### src/rtl/sched_pkg.sv
package sched_pkg;
  typedef enum logic [2:0] {
    ST_IDLE  = 3'd0,
    ST_WAIT  = 3'd1,
    ST_PULSE = 3'd2,
    ST_HIGH  = 3'd3,
    ST_LOW   = 3'd4
  } sched_state_e;

  localparam logic [2:0] A_MODE  = 3'd0;
  localparam logic [2:0] A_START = 3'd1;
  localparam logic [2:0] A_STOP  = 3'd2;
  localparam logic [2:0] A_HIGH  = 3'd3;
  localparam logic [2:0] A_LOW   = 3'd4;
endpackage

### src/rtl/sched_cfg_regs.sv
module sched_cfg_regs
  import sched_pkg::*;
#(
  parameter int TIME_W = 64,
  parameter int DUR_W  = 32
) (
  input  logic              clk,
  input  logic              rst_n,
  input  logic              busy,
  input  logic              we,
  input  logic [2:0]        addr,
  input  logic [TIME_W-1:0] wdata,
  output logic              mode_clk,
  output logic [TIME_W-1:0] start_t,
  output logic [TIME_W-1:0] stop_t,
  output logic [DUR_W-1:0]  hi_dur,
  output logic [DUR_W-1:0]  lo_dur
);
  logic wr_ok;
  assign wr_ok = we && !busy;

  always_ff @(posedge clk) begin
    if (!rst_n) begin
      mode_clk <= 1'b0;
      start_t  <= '0;
      stop_t   <= '1;
      hi_dur   <= '0;
      lo_dur   <= '0;
    end else if (wr_ok) begin
      case (addr)
        A_MODE:  mode_clk <= wdata[0];
        A_START: start_t  <= wdata;
        A_STOP:  stop_t   <= wdata;
        A_HIGH:  hi_dur   <= wdata[DUR_W-1:0];
        A_LOW:   lo_dur   <= wdata[DUR_W-1:0];
        default: ;
      endcase
    end
  end
endmodule

### src/rtl/sched_phase_seq.sv
module sched_phase_seq
  import sched_pkg::*;
#(
  parameter int TIME_W = 64,
  parameter int DUR_W  = 32
) (
  input  logic              clk,
  input  logic              rst_n,
  input  logic [TIME_W-1:0] time_now,
  input  logic              arm,
  input  logic              disarm,
  input  logic              mode_clk,
  input  logic [TIME_W-1:0] start_t,
  input  logic [TIME_W-1:0] stop_t,
  input  logic [DUR_W-1:0]  hi_dur,
  input  logic [DUR_W-1:0]  lo_dur,
  output logic              out_line,
  output logic              armed,
  output logic              running,
  output logic              late_err,
  output logic              cfg_err
);
  sched_state_e      state;
  logic [TIME_W-1:0] edge_t;
  logic [TIME_W-1:0] hi_ext, lo_ext;
  logic              edge_due, stop_due, dur_bad;

  assign hi_ext   = TIME_W'(hi_dur);
  assign lo_ext   = TIME_W'(lo_dur);
  assign edge_due = time_now >= edge_t;
  assign stop_due = time_now >= stop_t;
  assign dur_bad  = mode_clk && (hi_dur == '0 || lo_dur == '0);

  always_ff @(posedge clk) begin
    if (!rst_n) begin
      state    <= ST_IDLE;
      edge_t   <= '0;
      late_err <= 1'b0;
      cfg_err  <= 1'b0;
    end else if (disarm) begin
      state <= ST_IDLE;
    end else begin
      case (state)
        ST_IDLE: if (arm) begin
          late_err <= 1'b0;
          cfg_err  <= 1'b0;
          if (dur_bad)                 cfg_err  <= 1'b1;
          else if (start_t < time_now) late_err <= 1'b1;
          else begin
            state  <= ST_WAIT;
            edge_t <= start_t;
          end
        end
        ST_WAIT: if (edge_due) begin
          if (mode_clk) begin
            state  <= ST_HIGH;
            edge_t <= edge_t + hi_ext;
          end else begin
            state <= ST_PULSE;
          end
        end
        ST_PULSE: state <= ST_IDLE;
        ST_HIGH: if (edge_due) begin
          if (stop_due) state <= ST_IDLE;
          else begin
            state  <= ST_LOW;
            edge_t <= edge_t + lo_ext;
          end
        end
        ST_LOW: begin
          if (stop_due) state <= ST_IDLE;
          else if (edge_due) begin
            state  <= ST_HIGH;
            edge_t <= edge_t + hi_ext;
          end
        end
        default: state <= ST_IDLE;
      endcase
    end
  end

  assign out_line = (state == ST_HIGH) || (state == ST_PULSE);
  assign armed    = (state == ST_WAIT);
  assign running  = (state == ST_HIGH) || (state == ST_LOW) || (state == ST_PULSE);
endmodule

### src/rtl/sched_time_gen.sv
module sched_time_gen #(
  parameter int TIME_W = 64,
  parameter int DUR_W  = 32
) (
  input  logic              clk,
  input  logic              rst_n,
  input  logic [TIME_W-1:0] time_now,
  input  logic              cfg_we,
  input  logic [2:0]        cfg_addr,
  input  logic [TIME_W-1:0] cfg_wdata,
  input  logic              arm,
  input  logic              disarm,
  output logic              out_line,
  output logic              armed,
  output logic              running,
  output logic              late_err,
  output logic              cfg_err
);
  logic              mode_clk;
  logic [TIME_W-1:0] start_t, stop_t;
  logic [DUR_W-1:0]  hi_dur, lo_dur;
  logic              busy;

  assign busy = armed || running;

  sched_cfg_regs #(.TIME_W(TIME_W), .DUR_W(DUR_W)) u_regs (
    .clk(clk), .rst_n(rst_n), .busy(busy),
    .we(cfg_we), .addr(cfg_addr), .wdata(cfg_wdata),
    .mode_clk(mode_clk), .start_t(start_t), .stop_t(stop_t),
    .hi_dur(hi_dur), .lo_dur(lo_dur)
  );

  sched_phase_seq #(.TIME_W(TIME_W), .DUR_W(DUR_W)) u_seq (
    .clk(clk), .rst_n(rst_n), .time_now(time_now),
    .arm(arm), .disarm(disarm),
    .mode_clk(mode_clk), .start_t(start_t), .stop_t(stop_t),
    .hi_dur(hi_dur), .lo_dur(lo_dur),
    .out_line(out_line), .armed(armed), .running(running),
    .late_err(late_err), .cfg_err(cfg_err)
  );
endmodule

### config.mk
export PLATFORM = sky130hd
export DESIGN_NAME = sched_time_gen
export DESIGN_NICKNAME = d
export VERILOG_FILES = /design/src/rtl/sched_pkg.sv /design/src/rtl/sched_cfg_regs.sv /design/src/rtl/sched_phase_seq.sv /design/src/rtl/sched_time_gen.sv
export SDC_FILE = /design/constraint.sdc
export NUM_CORES = 1
export LEC_CHECK = 0
export BUFFER_PORTS_ARGS = -buffer_cell sky130_fd_sc_hd__buf_2
export CORE_MARGIN = 5
export CORE_UTILIZATION = 35
export CTS_CLUSTER_SIZE = 16
export DETAILED_ROUTE_END_ITERATION = 8
export MAX_ROUTING_LAYER = met4
export PLACE_DENSITY_LB_ADDON = 0.08
export SLEW_MARGIN = 25
export SYNTH_ARGS = -nofsm -noshare
export SYNTH_HDL_FRONTEND = slang
export SYNTH_HIERARCHICAL = 1
export SYNTH_SLANG_ARGS = --single-unit
### constraint.sdc
create_clock -name clk -period 4.4 [get_ports clk]
set_clock_uncertainty 0.15 [all_clocks]
set_input_delay 1.1 -clock clk [delete_from_list [all_inputs] [get_ports clk]]
set_output_delay 1.1 -clock clk [all_outputs]
set_load 0.01 [all_outputs]
After elaboration in Yosys (flattened, before gate mapping)
Cells that the tools add are included.
{ "word_totals": {"output_inout_bits": 5, "ff_bits": 262, "word_cells": 79} }
{ "op_classes": {"n_lt_le_gt_ge": 3, "n_mux": 23, "addsub": 2, "reduce_logical": 22, "eq_ne": 18, "n_bitwise": 2} }
{ "ops": {"columns": ["operator", "count"], "rows": [
  ["$mux 64", 9],
  ["$pmux 64 s4", 1],
  ["$add 64x32->64", 2],
  ["$ge 64x64->1", 2],
  ["$logic_not 32->1", 2],
  ["$lt 64x64->1", 1],
  ["$mux 3", 8],
  ["$eq 3x2->1 const B", 4],
  ["$pmux 3 s4", 1],
  ["$reduce_and 11->1", 1],
  ["$ne 2x2->1 const B", 5],
  ["$reduce_and 2->1", 5],
  ["$ne 2x1->1 const B", 4],
  ["$eq 3x1->1 const B", 2],
  ["$eq 3x3->1 const B", 2],
  ["$logic_not 3->1", 2],
  ["$reduce_and 6->1", 1],
  ["$logic_or 1x1->1", 5],
  ["$mux 1", 4],
  ["$reduce_bool 4->1", 1],
  ["$ne 3x1->1 const B", 1],
  ["$reduce_and 3->1", 1],
  ["$logic_and 1x1->1", 2],
  ["$not 1->1", 2],
  ["2 further kinds", 2]
]} }

Logic depth before layout (Yosys ltp)
{ "depth": {"depth_word": 7, "mapped_depth": 19} }

Hierarchy
Netlist, hierarchy kept.
{ "modules_own_cells": {"columns": ["module", "cells_each", "n_inst", "seq_area_each_um2", "area_each_um2"], "rows": [
  ["sched_phase_seq", 1464, 1, 1381.3, 10601.4],
  ["sched_cfg_regs", 784, 1, 3863.7, 7549.7],
  ["sched_time_gen", 1, 1, 0.0, 6.3]
]} }

Least setup slack after synthesis
OpenSTA, ideal clock, no wires.
{ "synth_timing": {"kind": "register to register", "startpoint": "register u_seq.state[2]", "endpoint": "register u_seq.edge_t[61]", "synth_period_minus_slack_ps": 4581, "arrival_time_ps": 4315, "path_stages_with_launch": 19, "t_required_ps": 4134, "path_slack_ps": -181, "cell_sequence": "dfxtp_1 > clkbuf_1 > inv_1 > nand2_1 > a21oi_1 > clkbuf_1 > mux2_2 > ha_1 > clkbuf_1 > nand2_1 > nor4_1 > and3_1 > a21oi_1 > or4_1 > a21boi_2 > and2_0 > clkbuf_1 > a31oi_1 > o211a_1"} }
{ "synth_via": {"elab_chain_len": 3} }
{ "synth_lines": {"columns": ["item", "line", "rtl"], "rows": [
  ["from (decl)", "sched_phase_seq.sv:23", "sched_state_e state;"],
  ["from (signal assigned)", "sched_phase_seq.sv:36", "state <= ST_IDLE;"],
  ["from (signal assigned)", "sched_phase_seq.sv:41", "state <= ST_IDLE;"],
  ["from (signal assigned)", "sched_phase_seq.sv:50", "state <= ST_WAIT;"],
  ["$eq 3x2->1 (tied with other cells)", "sched_phase_seq.sv:43", "case (state)"],
  ["$ne 2x1->1 (no source line) (tied with other cells)", null, null],
  ["$reduce_and 11->1 (no source line)", null, null],
  ["to (signal assigned)", "sched_phase_seq.sv:51", "edge_t <= start_t;"],
  ["to (signal assigned)", "sched_phase_seq.sv:57", "edge_t <= edge_t + hi_ext;"],
  ["to (signal assigned)", "sched_phase_seq.sv:67", "edge_t <= edge_t + lo_ext;"],
  ["to (decl)", "sched_phase_seq.sv:24", "logic [TIME_W-1:0] edge_t;"]
]} }
Parallel ways exist; a longest one is shown, timed or not.
A chain may end at the register's enable or synchronous reset.

Worst setup path after layout
{ "layout_timing": {"startpoint": "register u_seq.state[0]", "endpoint": "register u_seq.edge_t[59]"} }
The elaborated chain is that of the path after synthesis.

==> impl_metrics.toml <==
[status]
status = "complete, no violations"

[floorplan]
coreArea_mm2 = 0.05141
std_cell_rows = 83
initial_core_util_pct = 35.32
die_w_um = 237.8
die_h_um = 237.8
die-area_mm2 = 0.05653
num_io_pins = 141

[clock_tree]
numCtsBuffers = 34
cts_sinks = 262
cts.htree.levels = 2
cts_tree = "built"
clk_latency_ns = 0.55
cts.hold.buffers_added = 0
cts-root-buf = "clkbuf_16"
path_clk_slew_ns = 0.06
clock_path_buffers = 3

[power_and_ir_drop]
p_sw_w = 0.001671
irDropWorstVdd_mv = 0.1918
p_int_w = 0.004700
clkPwrFrac_pct = 50.1
p_seq_share_pct = 38.7
combinationalPowerShare_pct = 11.2
switching_share_pct = 26.23
total_power_w = 0.006371
leakage_nw = 10.22
p_per_area_mw_per_mm2 = 295.0

[grt]
grt_antenna_before_repair = 2
grt_pass1_wl_mm = 94.03
grt_overflow = 0
grt_max_degree = 121
track_usage_pct = 21.26
grt_pass1_vias = 16610

[cells_and_area]
layout-drive-gt1-share_pct = 15.88
area_growth_pct = 18.92
fin_area_mm2 = 0.02159
fillCellCount = 5249
fin_nets = 2778

[detailed_routing]
drtIter0Drc = 933
routed_via_density = 5.347
vias = 16710
drcViolationCount = 0
ant_nets = 0
routed_wl_mm = 60.49
routedWlPerCell_um = 19.35
drtPass1Iterations = 5

[sta]
clock.fmax_ghz = 0.2356
hold_viol = 0
fin_tns_setup_ns = 0
tightestPinTransition_ns = 0.9853
max-slew-margin-rel_pct = 34.31
worst_slack_ns = 0.1547
setup_viol = 0
fin_crit_ns = 4.245
min_period_over_period_pct = 96.48
final-max-slew-violation-count = 0

[critical_path]
worst_ep_required_time_ns = 4.69
reg2reg_from = "u_seq/state[0]"
critical_path_arrival_ns = 4.54
r2r_setup_slack_ns = 0.15
critPathMaxFanout = 17
r2r_cells = 17
crit_chain = "nand2b_1 > a21oi_4 > buf_6 > buf_4 > mux2_2 > ha_2 > nand3_1 > nor3b_1 > or3_1 > a31o_2 > a21oi_2 > or4_1 > a21boi_2 > buf_12 > nand4_1 > o31a_1 > o32ai_1"
critPathKind = "reg2reg"
cpPeakStageDelay_ns = 0.45
r2r-end = "u_seq/edge_t[59]"
start_kind = "flop"
crit_path_end_kind = "flop"
worst_path_max_delay_cell = "or4_1"

[worst_hold_path]
hold_path_depth = 2
min_from = "u_regs/hi_dur[0]"
hold_class = "reg2reg"
min_to = "u_regs/hi_dur[0]"

[logic_synthesis]
synth_edf_count = 0
synthCells = 2249
syn-mean-instance-area_um2 = 8.074
synth_async_sr_flop_share_pct = 0
synth_nets = 2609
synth_area_leaders = "dfxtp_1, ha_1, mux2i_1, nand2_1, inv_1"
netlist_area_mm2 = 0.01816
yosysTopAreaCell = "dfxtp_1"
ys_warn_count = 6
seq_area_frac_synth_pct = 28.89
yosys_most_used_dff = "dfxtp_1"
yosys-top-cells-count = "nand2_1, inv_1, dfxtp_1"
yosysMostFrequentCell = "nand2_1"
yosysUniqueCellTypes = 81
yosysTopAreaCellShare_pct = 28.89
ys_seq_elements = 262

[job]
max_cap_violations = 0

[placement]
io_buffers = 140
post-place-ws_ns = -0.1455
gp_congestion = 0.8608
postPlaceCellArea_mm2 = 0.02020
dp_hpwl_mm = 45.09
==> how the worst max path moves through the flow <==
stage                   start               end  slack [ns]  cells past startpoint
2_1_floorplan  u_seq/state[2]  u_seq/edge_t[61]        0.02                     18
3_3_place_gp     time_now[62]  u_seq/edge_t[51]       -0.08                     15
3_5_place_dp     time_now[61]   u_seq/edge_t[4]       -0.15                     16
4_1_cts        u_seq/state[0]  u_seq/edge_t[60]      0.0005                     18
5_1_grt        u_seq/state[2]  u_seq/edge_t[61]      -0.002                     18
6_report       u_seq/state[0]  u_seq/edge_t[59]        0.15                     17
==> metal layers <==
layer / part of all wire (%) / track usage (%)
met1: 47 / 28.17
met2: 47 / 34.64
met3: 3.9 / 2.553
met4: 2.1 / 5.457
met5: 0 / -
==> cells by family (layout without fill, tap and decap cells) <==
| kind of cell | Yosys count | in the layout | synth area share [%] |
|---|---|---|---|
| compound gates | 485 | 485 | 17.39 |
| simple gates | 692 | 692 | 18.74 |
| other cells | 0 | 2 | 0 |
| xor+xnor | 30 | 30 | 1.447 |
| mux | 166 | 166 | 9.372 |
| buf+inv | 390 | 585 | 8.683 |
| flops | 262 | 262 | 28.89 |
| fa+ha+maj | 224 | 224 | 15.48 |
==> what timing repair did <==
item / CTS / global route
endpoints found under the setup margin: 1 / 28
pin swaps: 1 / 5
setup buffers: 0 / 3
resized for setup: 1 / 21
==> placed cells by master, fill, tap and decap left out, types with 42 or more instances in the layout <==
cell type,count
a21oi_1,145
buf_2,139
buf_4,100
dfxtp_1,262
ha_1,221
inv_1,266
mux2i_1,134
nand2_1,323
nand3_1,42
nand4_1,51
nand4b_1,65
nor2_1,98
o211ai_1,71
o21ai_0,70
==> sequential cells by signal (all words and copies together) (netlist names) <==
register	count
u_seq/late_err	1
u_seq/edge_t	64
u_regs/hi_dur	32
u_seq/state	3
u_regs/mode_clk	1
u_regs/lo_dur	32
u_seq/cfg_err	1
u_regs/stop_t	64
u_regs/start_t	64
==> layout make-up <==
type | count | area, um2 | area share (%)
diodes | 2 | 5.005 | 0.02318
clock buffers | 41 | 970.9 | 4.496
clock inverters | 21 | 299.0 | 1.385
inverters | 267 | 1002 | 4.641
multi-input cells | 1597 | 11470 | 53.10
flip-flops and latches | 262 | 5245 | 24.29
well taps | 680 | 850.8 | 3.940
repair buffers | 256 | 1754 | 8.124
==> per-stage QoR <==
| step | hold WS (ns) | cells | util, % |
|---|---|---|---|
| 2_1_floorplan | 0.2929 | 2249 | - |
| 3_3_place_gp | 0.3050 | 3059 | 39.30 |
| 3_5_place_dp | 0.3187 | 3059 | 39.30 |
| 4_1_cts | 0.3275 | 3121 | 41.77 |
| 5_1_grt | 0.3448 | 3125 | 42.00 |
| 6_report | 0.3252 | 3126 | 42.01 |
==> power by group through the flow <==
stage	clock network (W)	logic, W	registers [W]
floorplan	0	0.000421	0.00250
global placement	0	0.000698	0.00252
detailed placement	0	0.000713	0.00252
CTS	0.00328	0.000718	0.00247
global route	0.00336	0.000798	0.00247
finish	0.00319	0.000714	0.00247
==> worst max-delay path: cells and delay by family, from the launching register on <==
family | cells | cell delay (ns)
AO/OA/AOI/OAI | 6 | 1.16
adder cells (fa/ha/maj) | 1 | 0.40
buffers and inverters | 3 | 0.50
flip-flops | 1 | 0.33
multiplexers | 1 | 0.37
AND/OR/NAND/NOR | 6 | 1.22
Power figures use the tool's default switching activity.
